$ cat config.mk
export PLATFORM = sky130hd
export DESIGN_NAME = i2c_bitbang_engine
export DESIGN_NICKNAME = d
export VERILOG_FILES = /design/src/rtl/i2c_bitbang_engine.sv
export SDC_FILE = /design/constraint.sdc
export NUM_CORES = 1
export LEC_CHECK = 0
export BUFFER_PORTS_ARGS = -buffer_cell sky130_fd_sc_hd__buf_2
export CAP_MARGIN = 30
export CORE_AREA = 2 2 79 81
export DETAILED_ROUTE_END_ITERATION = 10
export DIE_AREA = 0 0 81 83
export GPL_TIMING_DRIVEN = 0
export HOLD_SLACK_MARGIN = 0.05
export PLACE_DENSITY_LB_ADDON = 0.25
export SETUP_SLACK_MARGIN = 0.05
export SYNTH_ARGS = -nofsm -noshare
export SYNTH_HDL_FRONTEND = slang
export SYNTH_SLANG_ARGS = --single-unit
$ cat constraint.sdc
create_clock -name clk -period 2.04 [get_ports clk]
set_input_delay 0 -clock clk [delete_from_list [all_inputs] [get_ports clk]]
set_output_delay 0 -clock clk [all_outputs]
set_load 0.01 [all_outputs]
$ cat src/rtl/i2c_bitbang_engine.sv
module i2c_bitbang_engine #(
  parameter int DLY_W = 8
) (
  input  logic             clk,
  input  logic             rst_n,
  input  logic [DLY_W-1:0] delay_cfg,
  input  logic             cmd_valid,
  input  logic [2:0]       cmd_op,
  input  logic [7:0]       cmd_data,
  input  logic             cmd_nack,
  output logic             cmd_ready,
  output logic             done,
  output logic [7:0]       rx_data,
  output logic             ack_err,
  output logic             scl_oe,
  output logic             sda_oe,
  input  logic             sda_pull
);
  localparam logic [2:0] OP_START = 3'd1, OP_STOP = 3'd2, OP_SEND = 3'd3,
                         OP_RECV = 3'd4, OP_REL = 3'd5;
  localparam logic [1:0] K_SCL = 2'd0, K_SDA = 2'd1, K_SMP = 2'd2;

  logic             busy, nack_q;
  logic [2:0]       op_q;
  logic [DLY_W-1:0] dly_q;
  logic [DLY_W:0]   tcnt;
  logic [3:0]       bitn;
  logic [1:0]       sub;
  logic [7:0]       shreg;
  logic [1:0]       kind;
  logic             val, last, bit_end, txb;

  wire sda_line = ~sda_oe & ~sda_pull;
  wire op_ok    = (cmd_op >= OP_START) && (cmd_op <= OP_REL);
  wire act_now  = (tcnt == {1'b0, dly_q});
  wire step_end = (tcnt == {dly_q, 1'b0});
  assign cmd_ready = ~busy;

  always_comb begin
    kind = K_SCL; val = 1'b1; last = 1'b0; bit_end = 1'b0; txb = 1'b0;
    case (op_q)
      OP_START: begin
        last = (sub == 2'd3);
        case (sub)
          2'd0: begin kind = K_SCL; val = 1'b1; end
          2'd1: begin kind = K_SDA; val = 1'b0; end
          2'd2: begin kind = K_SCL; val = 1'b0; end
          default: begin kind = K_SDA; val = 1'b1; end
        endcase
      end
      OP_STOP: begin
        last = (sub == 2'd2);
        case (sub)
          2'd0: begin kind = K_SDA; val = 1'b0; end
          2'd1: begin kind = K_SCL; val = 1'b1; end
          default: begin kind = K_SDA; val = 1'b1; end
        endcase
      end
      OP_REL: begin
        last = (sub == 2'd1);
        kind = (sub == 2'd0) ? K_SCL : K_SDA;
      end
      OP_SEND, OP_RECV: begin
        txb = (op_q == OP_SEND) ^ (bitn == 4'd8);
        if (txb) begin
          bit_end = (sub == 2'd3);
          case (sub)
            2'd0: begin kind = K_SDA; val = (op_q == OP_SEND) ? shreg[7] : nack_q; end
            2'd1: begin kind = K_SCL; val = 1'b1; end
            2'd2: begin kind = K_SCL; val = 1'b0; end
            default: begin kind = K_SDA; val = 1'b1; end
          endcase
        end else begin
          bit_end = (sub == 2'd2);
          case (sub)
            2'd0: begin kind = K_SCL; val = 1'b1; end
            2'd1: kind = K_SMP;
            default: begin kind = K_SCL; val = 1'b0; end
          endcase
        end
        last = bit_end && (bitn == 4'd8);
      end
      default: ;
    endcase
  end

  always_ff @(posedge clk or negedge rst_n) begin
    if (!rst_n) begin
      busy <= 1'b0; nack_q <= 1'b0; op_q <= '0; dly_q <= '0; tcnt <= '0;
      bitn <= '0; sub <= '0; shreg <= '0; done <= 1'b0; rx_data <= '0;
      ack_err <= 1'b0; scl_oe <= 1'b0; sda_oe <= 1'b0;
    end else begin
      done <= 1'b0;
      if (!busy) begin
        if (cmd_valid && op_ok) begin
          busy <= 1'b1; op_q <= cmd_op; nack_q <= cmd_nack; dly_q <= delay_cfg;
          shreg <= cmd_data; tcnt <= '0; bitn <= '0; sub <= '0;
        end
      end else begin
        if (act_now) begin
          case (kind)
            K_SCL:   scl_oe <= ~val;
            K_SDA:   sda_oe <= ~val;
            default: shreg <= {shreg[6:0], sda_line};
          endcase
        end
        if (step_end) begin
          tcnt <= '0;
          if (last) begin
            busy <= 1'b0;
            done <= 1'b1;
            if (op_q == OP_SEND) ack_err <= shreg[0];
            if (op_q == OP_RECV) rx_data <= shreg;
          end else if (bit_end) begin
            bitn <= bitn + 4'd1;
            sub  <= '0;
            if (op_q == OP_SEND) shreg <= {shreg[6:0], 1'b0};
          end else begin
            sub <= sub + 2'd1;
          end
        end else begin
          tcnt <= tcnt + 1'b1;
        end
      end
    end
  end
endmodule


# After elaboration in Yosys (flattened, before gate mapping)
# Cells that the tools add are included.
[totals]
wordCells = 103
output_inout_bits = 13
in_bits = 24
reg_bits = 48
[op_classes]
magnitude_cmp = 2
addsub = 3
n_reduce_logical = 18
eq_ne = 15
muxes = 46
bitwise = 6
[op_table]
columns = ["operator", "count"]
rows = [
  ["$mux 8", 8],
  ["$mux 9", 3],
  ["$mux 4", 5],
  ["$mux 1", 19],
  ["$mux 2", 7],
  ["$reduce_and 4->1", 3],
  ["$reduce_or 2->1", 5],
  ["$add 9x1->9 const B", 1],
  ["$eq 9x8->1", 1],
  ["$eq 9x9->1", 1],
  ["$reduce_and 3->1", 3],
  ["$pmux 2 s4", 1],
  ["$eq 3x2->1 const B", 2],
  ["$eq 3x3->1 const B", 2],
  ["$add 4x1->4 const B", 1],
  ["$eq 2x1->1 const B", 2],
  ["$eq 2x2->1 const B", 2],
  ["$eq 4x4->1 const B", 1],
  ["$logic_not 2->1", 2],
  ["$ne 2x1->1 const B", 2],
  ["$not 1->1", 4],
  ["$pmux 1 s4", 1],
  ["$eq 3x1->1 const B", 1],
  ["$ge 3x1->1 const B", 1],
  ["10 further kinds", 12],
]

# Depth between registers and ports, before layout
# Gate-level depths: netlist of the first run.
[depth]
ltp_word = 14
ltp_mapped = 10
mapped_depth_nobuf = 7

# Worst setup path after synthesis of the first run
# No wires, ideal clock.
[synth_timing]
path_kind = "flip-flop to flip-flop"
startpoint = "register sub[1]"
endpoint = "register shreg[4]"
required_time_ps = 1910
setup_slack_ps = -64
setup_time_ps = 130
stages_incl_launch_ff = 9
path_buffers = 1
arrival_time_ps = 1975
synth_period_minus_slack_ps = 2104
path_cell_list = "dfrtp_1 inv_1 ha_1 nor4bb_1 mux2i_1 or4_1 clkbuf_1 o22ai_1 a211oi_1"
[synth_between]
elab_chain_cells = 14
elab_cells_between_ends = 28
classes_between = "4 x eq/ne; 18 x mux; 6 x reduce/logical"
[synth_rtl]
columns = ["item", "line_no", "text"]
rows = [
  ["start: declaration", "28", "logic [1:0] sub;"],
  ["start signal: assignment", "119", "sub <= sub + 2'd1;"],
  ["$eq 2x2->1 / $eq 2x1->1 (equally long branches)", "-", ""],
  ["$reduce_or 2->1 (no source line)", "-", ""],
  ["$mux 1", "67", "case (sub)"],
  ["$mux 2", "65", "if (txb) begin"],
  ["$pmux 2 s4", "41", "case (op_q)"],
  ["$eq 2x1->1 / $logic_not 2->1 (equally long branches)", "101", "case (kind)"],
  ["$reduce_or 2->1 (no source line)", "-", ""],
  ["$mux 8", "101", ""],
  ["$mux 8", "100", "if (act_now) begin"],
  ["$mux 8", "117", "if (op_q == OP_SEND) shreg <= {shreg[6:0], 1'b0};"],
  ["$mux 8", "114", "end else if (bit_end) begin"],
  ["$mux 8", "109", "if (last) begin"],
  ["$mux 8 (*)", "107", "if (step_end) begin"],
  ["$mux 8 (*)", "94", "if (!busy) begin"],
  ["end signal: assignment", "104", "default: shreg <= {shreg[6:0], sda_line};"],
  ["end signal: assignment", "117", ""],
  ["end: declaration", "29", "logic [7:0] shreg;"],
]
# Mark *: on every way between the ends. The rest lies on a longest branch, timed or not. The select of a mux whose other input is x is not followed.
# A chain may end at the register's enable or synchronous reset.

# Final worst setup path of the first run
[layout_timing]
startpoint = "register bitn[1]"
endpoint = "register sda_oe"
[layout_between]
elab_chain_cells = 6
elab_cells_between_ends = 9
classes_between = "2 x eq/ne; 4 x mux; 2 x bitwise; 1 x reduce/logical"
[layout_rtl]
columns = ["item", "line_no", "text"]
rows = [
  ["start: declaration", "27", "logic [3:0] bitn;"],
  ["start signal: assignment", "115", "bitn <= bitn + 4'd1;"],
  ["$eq 4x4->1 (*)", "64", "txb = (op_q == OP_SEND) ^ (bitn == 4'd8);"],
  ["$xor 1x1->1 (*)", "64", ""],
  ["$mux 2", "65", ""],
  ["$pmux 2 s4", "41", ""],
  ["$eq 2x1->1", "101", ""],
  ["$reduce_and 3->1 (no source line)", "-", ""],
  ["end signal: assignment", "103", "K_SDA: sda_oe <= ~val;"],
  ["end: declaration", "16", "output logic sda_oe,"],
]
# Mark *: on every way between the ends. The rest lies on a longest branch, timed or not.

==> results of run 1 <==
[flip-flops by register name, indices dropped and copies added (netlist names)]
name	flops
nack_q	1
done	1
sub	2
busy	1
tcnt	9
dly_q	8
scl_oe	1
rx_data	8
op_q	3
shreg	8
bitn	4
sda_oe	1
ack_err	1
[synth_stat cells, drive strengths merged, types with 3 or more instances]
cell type,n,area (um^2)
inv,5,18.8
nand3,14,75.1
dfrtp,48,1200
xor2,10,87.6
a21oi,6,33.8
nor4,3,40.0
nand2b,8,50.1
mux2i,9,90.1
buf,14,95.1
nand3b,3,35.0
xnor2,8,77.6
mux2,31,353
nor3,13,65.1
o21ai,10,50.1
o22ai,7,43.8
or3,3,18.8
o211ai,6,45.0
ha,7,87.6
a211oi,8,60.1
nand2,20,75.1
a31oi,8,50.1
clkbuf,6,22.5
or4,3,22.5
nor2,14,52.6
[cell type report]
class	count	area (um^2)	share of cell area, %
well taps	75	93.8	2.25
flip-flops and latches	48	1210	29.0
inverters	6	22.5	0.540
multi-input cells	224	2010	48.2
clock inverters	2	10.0	0.240
repair buffers	82	593	14.2
clock buffers	6	82.6	1.98
plain buffers	18	149	3.57
[cells by family (layout without fill, tap and decap cells)]
| kind of cell | Yosys count | count (layout) |
|---|---|---|
| buffers and inverters | 26 | 114 |
| flip-flops | 48 | 48 |
| multiplexers | 40 | 40 |
| AND/OR/NAND/NOR | 103 | 103 |
| AO/OA/AOI/OAI | 56 | 56 |
| XOR/XNOR | 18 | 18 |
| adder cells (fa/ha/maj) | 7 | 7 |
[worst max-delay path, cell delays in order (launching register included)]
cell      delay (ns)
dfrtp_1         0.39
inv_2           0.07
ha_4            0.17
and3b_1         0.18
buf_6           0.12
mux2i_2         0.15
o221ai_2        0.20
or3b_4          0.41
mux2_4          0.30
[power breakdown]
| group | switching (mW) | internal [mW] |
|---|---|---|
| clock network | 0.332 | 0.271 |
| logic | 0.906 | 0.937 |
| registers | 0.230 | 1.17 |
| total | 1.47 | 2.38 |
[final timing paths]
| path | from | endpoint | slack [ns] | cells after the start |
|---|---|---|---|---|
| setup / recovery | bitn[1]$_DFFE_PN0P_ | sda_oe$_DFFE_PN0P_ | -0.06 | 8 |
| hold reg to reg | rx_data[1]$_DFFE_PN0P_ | rx_data[1]$_DFFE_PN0P_ | 0.50 | 1 |
| setup reg to reg | bitn[1]$_DFFE_PN0P_ | sda_oe$_DFFE_PN0P_ | -0.06 | 8 |
| hold / removal | sda_pull | shreg[0]$_DFFE_PN0P_ | 0.06 | 4 |
| min in group asynchronous | rst_n | rx_data[4]$_DFFE_PN0P_ | 0.15 | 2 |
| max in group asynchronous | rst_n | op_q[0]$_DFFE_PN0P_ | 1.37 | 3 |
[layout by cell type, fill, tap and decap left out, types with 8 or more instances in the layout]
master / instances
nor2_1: 13
o21ai_0: 10
nor3_1: 11
buf_6: 11
xor2_1: 9
nand2_1: 18
mux2_2: 28
buf_2: 38
buf_4: 29
nand2b_1: 8
nand3_1: 11
dfrtp_1: 41
dlygate4sd3_1: 14
[metal layers]
metal  up-vias  part of all wire [%]  track usage [%]
met5         -                     0                0
met4         0                   2.5             8.01
met3        19                   4.8             4.13
met2        96                    49             35.8
met1      1303                    43             33.0
li1       1278                     -                -
[what timing repair did]
item / CTS / global route
hold endpoints to repair: 61 / 0
setup endpoints to repair: 26 / 44
pin swaps: 13 / 16
hold buffers: 14 / 0
setup buffers: 17 / 14
resized for setup: 45 / 41
==> summary.txt, run 1 <==
outcome: complete, but fails checks
failing checks: negative setup slack
Final Worst Setup Slack: -0.0609 ns
post-route cell area: 0.00417 mm^2
post-synthesis mux area share: 14.5%
complex-gate fraction of the synthesized area: 12.4%
critical path type: reg -> reg
Syn Std Cell Area: 0.00305 mm^2
ys flop type: dfrtp_1
main combinational cell family by area after synthesis: simple AND/OR/NAND/NOR gates
RSZ-0062 raised after global routing: true
via count of the first global-routing pass: 2619
Fill cells: 427
DR vias/cell: 5.85
min-delay worst type: in -> reg
Worst Path Arrival: 2.30 ns
Synth cell types: 58
xor/xnor share of the synthesized area: 5.41%
Post-synth EDFFs: 0
Util after Layout: 71.7%
Horiz. Die Dim: 81 um
chip height: 83 um
post-route setup TNS: -0.0609 ns
vias: 2696
DRC viols: 0
Slew @ Worst Pin: 0.584 ns
final max-slew violation count: 0
synth warn: 0
CP Launch Type: flip-flop
number of antenna violations at the first check in global routing: 0
Fin Clk Skew: 0.00891 ns
crit-path max FO: 3
GPL Wtd Cong: 0.801
Routed WL: 8260 um
Final ANT Viol Nets: 0
Area growth syn-to-layout: 36.6%
Max Clk Rate: 476 MHz
Crit. End Element: flip-flop
final setup vio count: 1
CTS tree: yes
largest net degree at the start of global routing: 32
flip-flop and latch count after synthesis: 48
drt wl/cell: 17.9 um
floorplan row count: 28
GRT overflow: 0
clock transition time at the flip-flop clock pins of the worst setup and hold paths: 0.09 ns
core area: 0.00582 mm^2
Worst VDD drop: 0.574 mV
Worst Path Required: 2.24 ns
half-perimeter wire length after detailed placement: 5020 um
Total GRT Usage: 23.3%
Post-synth ARST share: 100%
clk_lat worst skew: 0.31 ns
Synth Instances: 298
syn_nets: 329
Iter 0 DRT Violations: 156
first-pass GRT wire length: 12600 um
Final Non-Filler Cells: 461
Clock Path Buffers: 2
Post-Synth Simple-Gate Area: 20.9%
post-synthesis sequential area ratio: 39.3%
overall power: 3.84 mW
DRT Pass-1 Iters: 4
Max-Cap Viols: 0
CTS buffer count: 5
PwrDens: 922 mW/mm^2
root buf cell: clkbuf_8
Final Hold Fails: 0
Diodes inserted: 0
number of I/O pins: 37
initial core utilization: 52.5%
minimum clock period: 2.10 ns
H-tree depth: 2
port bufs: 36
pre-CTS setup slack: -0.271 ns
Hold WS: 0.0617 ns
Die ar.: 0.00672 mm^2
Synth Area in Adders: 2.87%
placed cell count: 410
Final period util: 103%
layout cell share with drive strength beyond 1: 47.4%
synthesized area per cell: 10.2 um^2
clock sink count: 48
Leak: 1.89 nW
Max transition margin: 60.9%
nets: 416
Placed Instance Area: 0.00335 mm^2
(Power assumes the default switching activity.)
==> run 2, diff against run 1 <==
--- a/config.mk
+++ b/config.mk
@@ -7,9 +7,9 @@
 export LEC_CHECK = 0
 export BUFFER_PORTS_ARGS = -buffer_cell sky130_fd_sc_hd__buf_2
 export CAP_MARGIN = 30
-export CORE_AREA = 2 2 79 81
+export CORE_AREA = 2 2 65 98
 export DETAILED_ROUTE_END_ITERATION = 10
-export DIE_AREA = 0 0 81 83
+export DIE_AREA = 0 0 67 100
 export GPL_TIMING_DRIVEN = 0
 export HOLD_SLACK_MARGIN = 0.05
 export PLACE_DENSITY_LB_ADDON = 0.25
==> run 2 against run 1 <==
  * The run still ends with negative setup slack left
  * Cell count grew 0.22%
  * Wire length up 10%
  * Combinational power up 7%
  * First-iteration DRC count rose by 0.64%
  * Register-to-register slack is essentially flat
  * Via count rose by 5.7%
  * Non-clock buffer count up 3
  * Clock power rose by 3%
==> summary.txt, run 2 (synthesis gave the netlist of run 1 again) <==
outcome: complete, but fails checks
failing checks: negative setup slack
DRT Pass-1 Iters: 4 (unchanged)
layout cell share with drive strength beyond 1: 50.5% (+3.1 points)
Area growth syn-to-layout: 41.4%
CTS tree: yes
port bufs: 36 (unchanged)
number of I/O pins: 37 (unchanged)
Max-Cap Viols: 0 (unchanged)
Final period util: 104% (+0.69 points)
number of antenna violations at the first check in global routing: 0 (unchanged)
Worst Path Required: 2.23 ns (about the same)
Clk pwr share: 15.5% (-0.2 points)
half-perimeter wire length after detailed placement: 5200 um (+3.4%)
CP Launch Type: flip-flop
RSZ-0062 raised after global routing: true
Util after Layout: 72.5% (+0.77 points)
core area: 0.00596 mm^2 (+2.4%)
final setup vio count: 7 (+6)
Final Worst Setup Slack: -0.0749 ns (-0.0140 ns)
clk_lat worst skew: 0.31 ns (about the same)
Final Hold Fails: 0 (unchanged)
Final ANT Viol Nets: 0 (unchanged)
worst path buffer plus inverter count: 2 (unchanged)
CTS buffer count: 5 (unchanged)
Comb power frac: 49.2% (+1.3 points)
pre-CTS setup slack: -0.215 ns (+0.0557 ns)
crit-path max FO: 7 (+4)
Internal Power: 2.43 mW (+2.3%)
final max-slew violation count: 0 (unchanged)
Psw: 1.56 mW (+6.3%)
Slew @ Worst Pin: 0.690 ns (+0.106 ns)
largest net degree at the start of global routing: 31 (-3.1%)
drt wl/cell: 19.7 um (+9.8%)
Leak: 1.93 nW (+2.2%)
clock transition time at the flip-flop clock pins of the worst setup and hold paths: 0.08 ns (about the same)
Worst VDD drop: 0.758 mV (+32%)
Top reg by flops: tcnt
PwrDens: 924 mW/mm^2 (+0.29%)
chip height: 100 um (+20%)
Final Non-Filler Cells: 462 (+0.22%)
nets: 419 (+0.72%)
Diodes inserted: 0 (unchanged)
Fin Clk Skew: 0.00656 ns (-0.00236 ns)
critical path type: reg -> reg
Top delay family on crit path: simple AND/OR/NAND/NOR gates
clock sink count: 48 (unchanged)
register area: 0.00121 mm^2 (+0.10%)
Max transition margin: 53.8% (-7.1 points)
post-route cell area: 0.00432 mm^2 (+3.5%)
max reg flops: 9 (unchanged)
Max Clk Rate: 473 MHz (-0.66%)
Clock Path Buffers: 2 (unchanged)
CP max-delay cell: dfrtp_1
Iter 0 DRT Violations: 157 (+0.64%)
Die ar.: 0.00670 mm^2 (-0.34%)
first-pass GRT wire length: 12500 um (-0.21%)
post-route setup TNS: -0.247 ns (-0.186 ns)
Placed Instance Area: 0.00335 mm^2 (about the same)
Total GRT Usage: 24.4% (+1.1 points)
initial core utilization: 51.3% (-1.2 points)
share of power burned in registers: 35.2% (-1.2 points)
minimum clock period: 2.11 ns (+0.0140 ns)
vias: 2851 (+5.7%)
Routed WL: 9090 um (+10%)
GPL Wtd Cong: 0.820 (+2.4%)
switching share of power: 39.1% (+0.91 points)
Hold Startpoint: sda_pull
commonest non-fill, non-tap cells in the layout: buf_2 (40), dfrtp_1 (40), buf_4 (32), mux2_2 (22), nand2_1 (19)
Critical Path Max Stage Delay: 0.42 ns (about the same)
placed cell count: 409 (-0.24%)
floorplan row count: 35 (+25%)
Worst Path Arrival: 2.31 ns (about the same)
GRT overflow: 0 (unchanged)
crit path cell chain: buf_6, ha_4, and2b_2, a211oi_2, buf_4, a21oi_4, nor3_4, mux2_4
min-delay worst type: in -> reg
via count of the first global-routing pass: 2656 (+1.4%)
Horiz. Die Dim: 67 um (-17%)
Crit. End Element: flip-flop
multi-input combinational cell area: 0.00214 mm^2 (+6.3%)
CP startpoint: sub[1]$_DFFE_PN0P_
H-tree depth: 2 (unchanged)
root buf cell: clkbuf_8
DRC viols: 0 (unchanged)
DR vias/cell: 6.17 (+5.5%)
Worst R2R Start: sub[1]$_DFFE_PN0P_
Fill cells: 404 (-5.4%)
## run 2: changes by cell type in the layout (fill, tap and decap cells not counted), moves of 3 or more
cell	delta
a211oi_1	-6
a211oi_2	+6
buf_4	+3
mux2_2	-6
mux2_4	+6
nor3_1	-5
nor3_2	+4
o22ai_2	-3
o22ai_4	+3
## run 2: worst register-to-register path, delay by kind of cell (launching register included)
| kind | cells | cell delay (ns) |
|---|---|---|
| mux | 1 | 0.33 |
| compound gates | 2 | 0.31 |
| buf+inv | 2 | 0.30 |
| flops | 1 | 0.42 |
| fa+ha+maj | 1 | 0.14 |
| simple gates | 2 | 0.50 |
## run 2: per-layer routing
layer / part of all wire, % / track usage, %
met1: 37 / 27.9
met2: 55 / 44.9
met3: 4.4 / 3.48
met4: 4.0 / 8.48
met5: 0 / 0
## run 2: final timing paths
path	endpoint	slack, ns	cells after the start
max	sub[1]$_DFFE_PN0P_	-0.07	8
min	shreg[0]$_DFFE_PN0P_	0.08	4
max reg2reg	sub[1]$_DFFE_PN0P_	-0.07	8
min reg2reg	rx_data[6]$_DFFE_PN0P_	0.51	1
max in group asynchronous	sub[0]$_DFFE_PN0P_	1.34	3
min in group asynchronous	rx_data[2]$_DFFE_PN0P_	0.16	2
## run 2: layout make-up
type | count | area share [%]
clock buffers | 7 | 2.23
repair buffers | 84 | 14.0
multi-input cells | 224 | 49.5
flip-flops and latches | 48 | 28.0
plain buffers | 19 | 3.54
inverters | 6 | 0.522
well taps | 74 | 2.14
## run 2: power by group through the flow
stage	Sequential [mW]	Clock, mW	Combinational, mW
6_report	1.41	0.620	1.96
5_1_grt	1.43	0.656	2.13
4_1_cts	1.39	0.627	1.56
3_5_place_dp	1.39	0	1.30
3_3_place_gp	1.38	0	1.27
2_1_floorplan	1.34	0	1.04
## run 2: what timing repair did
action / in CTS / in global routing
hold buffers: 14 / 0
hold endpoints to repair: 61 / 0
gates cloned: 0 / 3
gates resized for setup: 55 / 55
endpoints found under the setup margin: 27 / 34
buffers inserted: 14 / 16
pin swaps: 14 / 15
## run 2: per-stage QoR
step / total power [mW] / hold WS [ns]
finish: 3.99 / 0.0780
global route: 4.22 / 0.0920
CTS: 3.57 / 0.0837
detailed placement: 2.70 / -0.0285
global placement: 2.65 / 0.234
floorplan: 2.38 / -0.296
==> run 3, diff against run 2 <==
--- a/config.mk
+++ b/config.mk
@@ -8,10 +8,12 @@
 export BUFFER_PORTS_ARGS = -buffer_cell sky130_fd_sc_hd__buf_2
 export CAP_MARGIN = 30
 export CORE_AREA = 2 2 65 98
+export CTS_CLUSTER_SIZE = 10
 export DETAILED_ROUTE_END_ITERATION = 10
 export DIE_AREA = 0 0 67 100
 export GPL_TIMING_DRIVEN = 0
 export HOLD_SLACK_MARGIN = 0.05
+export MAX_ROUTING_LAYER = met4
 export PLACE_DENSITY_LB_ADDON = 0.25
 export SETUP_SLACK_MARGIN = 0.05
 export SYNTH_ARGS = -nofsm -noshare
==> run 3 against run 2 <==
  * The flow still finishes with violations (negative setup slack)
  * Cell area unchanged
  * Clock power hardly changed
  * Worst hold slack worse by 0.0033 ns
  * Fmax is 0.18% higher
  * Cell count stayed put
  * Clock skew is essentially flat
  * Sequential share of layout area unchanged
  * Largest cell class unchanged
  * Total power hardly changed
  * Utilization did not move
  * Combinational power about the same
==> summary.txt, run 3 (synthesis gave the netlist of run 1 again) <==
outcome: complete, but fails checks
failing checks: negative setup slack
minimum clock period: 2.11 ns (-0.00377 ns)
DRT Pass-1 Iters: 4 (unchanged)
clock sink count: 48 (unchanged)
via count of the first global-routing pass: 2659 (+0.11%)
Final Hold Fails: 0 (unchanged)
first-pass GRT wire length: 12500 um (-0.11%)
number of antenna violations at the first check in global routing: 0 (unchanged)
hold depth: 4 (unchanged)
R2R Setup Slk: -0.07 ns (about the same)
Worst R2R Start: sub[1]$_DFFE_PN0P_
GPL Wtd Cong: 0.832 (+1.5%)
Max Clk Rate: 474 MHz (+0.18%)
final max-slew violation count: 0 (unchanged)
CP Launch Type: flip-flop
Total GRT Usage: 25.1% (+0.67 points)
Crit. End Element: flip-flop
DR vias/cell: 6.18 (+0.11%)
multi-input combinational cell area: 0.00214 mm^2 (unchanged)
GRT overflow: 0 (unchanged)
layout cell share with drive strength beyond 1: 50.5% (unchanged)
crit-path max FO: 7 (unchanged)
H-tree depth: 2 (unchanged)
register area: 0.00121 mm^2 (unchanged)
Max transition margin: 51.4% (-2.4 points)
root buf cell: clkbuf_8
drt wl/cell: 19.8 um (+0.47%)
chip height: 100 um (unchanged)
Diodes inserted: 0 (unchanged)
min-delay worst type: in -> reg
DRC viols: 0 (unchanged)
final setup vio count: 7 (unchanged)
core area: 0.00596 mm^2 (unchanged)
CTS buffer count: 5 (unchanged)
max reg flops: 9 (unchanged)
number of I/O pins: 37 (unchanged)
CTS tree: yes
nets: 419 (unchanged)
vias: 2854 (+0.11%)
Max-Cap Viols: 0 (unchanged)
Final Worst Setup Slack: -0.0712 ns (+0.00377 ns)
Iter 0 DRT Violations: 153 (-2.5%)
Leak: 1.93 nW (unchanged)
Worst VDD drop: 0.756 mV (-0.37%)
R2R cell count: 8 (unchanged)
Worst R2R End: sub[1]$_DFFE_PN0P_
port bufs: 36 (unchanged)
Clock Path Buffers: 2 (unchanged)
Final ANT Viol Nets: 0 (unchanged)
critical path type: reg -> reg
Slew @ Worst Pin: 0.726 ns (+0.0359 ns)
clk_lat worst skew: 0.31 ns (about the same)
Hold WS: 0.0747 ns (-0.00329 ns)
initial core utilization: 51.3% (unchanged)
Top reg by flops: tcnt
PwrDens: 924 mW/mm^2 (about the same)
commonest non-fill, non-tap cells in the layout: buf_2 (40), dfrtp_1 (40), buf_4 (32), mux2_2 (22), nand2_1 (19)
Util after Layout: 72.5% (unchanged)
Routed WL: 9130 um (+0.47%)
Worst Path Arrival: 2.31 ns (about the same)
Horiz. Die Dim: 67 um (unchanged)
Hold Startpoint: sda_pull
Worst Hold Path EP: shreg[0]$_DFFE_PN0P_
largest net degree at the start of global routing: 31 (unchanged)
half-perimeter wire length after detailed placement: 5200 um (unchanged)
Final period util: 103% (-0.19 points)
Area growth syn-to-layout: 41.4% (unchanged)
Worst Path Required: 2.24 ns (about the same)
Fill cells: 404 (unchanged)
Fin Clk Skew: 0.00638 ns (-0.000176 ns)
RSZ-0062 raised after global routing: true
Die ar.: 0.00670 mm^2 (unchanged)
floorplan row count: 35 (unchanged)
clock transition time at the flip-flop clock pins of the worst setup and hold paths: 0.08 ns (about the same)
## run 3: per-layer routing
metal | routed length (um) | vias up | track usage, %
li1 | - | 1281 | -
met1 | 3320 | 1437 | 27.9
met2 | 5000 | 106 | 44.9
met3 | 423 | 30 | 3.48
met4 | 382 | 0 | 8.48
met5 | 0 | - | -
## run 3: worst max path at each step
stage                                      end                 from  slack (ns)  depth (start not counted)
after floorplan             sda_oe$_DFFE_PN0P_  bitn[0]$_DFFE_PN0P_        0.05                          8
after global placement      sda_oe$_DFFE_PN0P_  bitn[0]$_DFFE_PN0P_       -0.16                          7
after detailed placement  shreg[0]$_DFFE_PN0P_   sub[1]$_DFFE_PN0P_       -0.21                          7
after CTS                   sda_oe$_DFFE_PN0P_  bitn[0]$_DFFE_PN0P_      -0.003                          8
after global routing        sub[1]$_DFFE_PN0P_   sub[1]$_DFFE_PN0P_       -0.13                          8
final                       sub[1]$_DFFE_PN0P_   sub[1]$_DFFE_PN0P_       -0.07                          8
## run 3: per-stage QoR
stage,std cells,TNS [ns],power (mW),worst slack (ns),area [um^2]
2_1_floorplan,298,0,2.38,0.0519,3060
3_3_place_gp,408,-1.47,2.65,-0.156,3330
3_5_place_dp,409,-2.56,2.70,-0.215,3350
4_1_cts,444,-0.00292,3.57,-0.00292,3930
5_1_grt,462,-1.07,4.22,-0.128,4320
6_report,462,-0.237,3.99,-0.0712,4320
## run 3: cell type report
cell class | instances | share of cell area (%)
multi-input combinational | 224 | 49.5
sequential | 48 | 28.0
timing repair buffer | 84 | 14.0
buffer | 19 | 3.54
clock buffer | 7 | 2.23
tap | 74 | 2.14
inverter | 6 | 0.522
## run 3: power breakdown
| part | internal, mW | leakage, nW | switching [mW] |
|---|---|---|---|
| combinational | 0.959 | 1.28 | 1.00 |
| clock | 0.302 | 0.0503 | 0.321 |
| sequential | 1.17 | 0.598 | 0.235 |
| total | 2.43 | 1.93 | 1.56 |
## run 3: critical path, cell delays in order (launching register included)
cell,delay [ns]
dfrtp_1,0.42
buf_6,0.14
ha_4,0.14
and2b_2,0.22
a211oi_2,0.23
buf_4,0.16
a21oi_4,0.08
nor3_4,0.28
mux2_4,0.33
## run 3: repair_timing
item / 4_1_cts / 5_1_grt
cloned: 0 / 3
hold buffers: 14 / 0
endpoints found under the setup margin: 27 / 34
buffers inserted: 14 / 16
hold endpoints to repair: 61 / 0
gates resized for setup: 55 / 55
pin swaps: 14 / 15
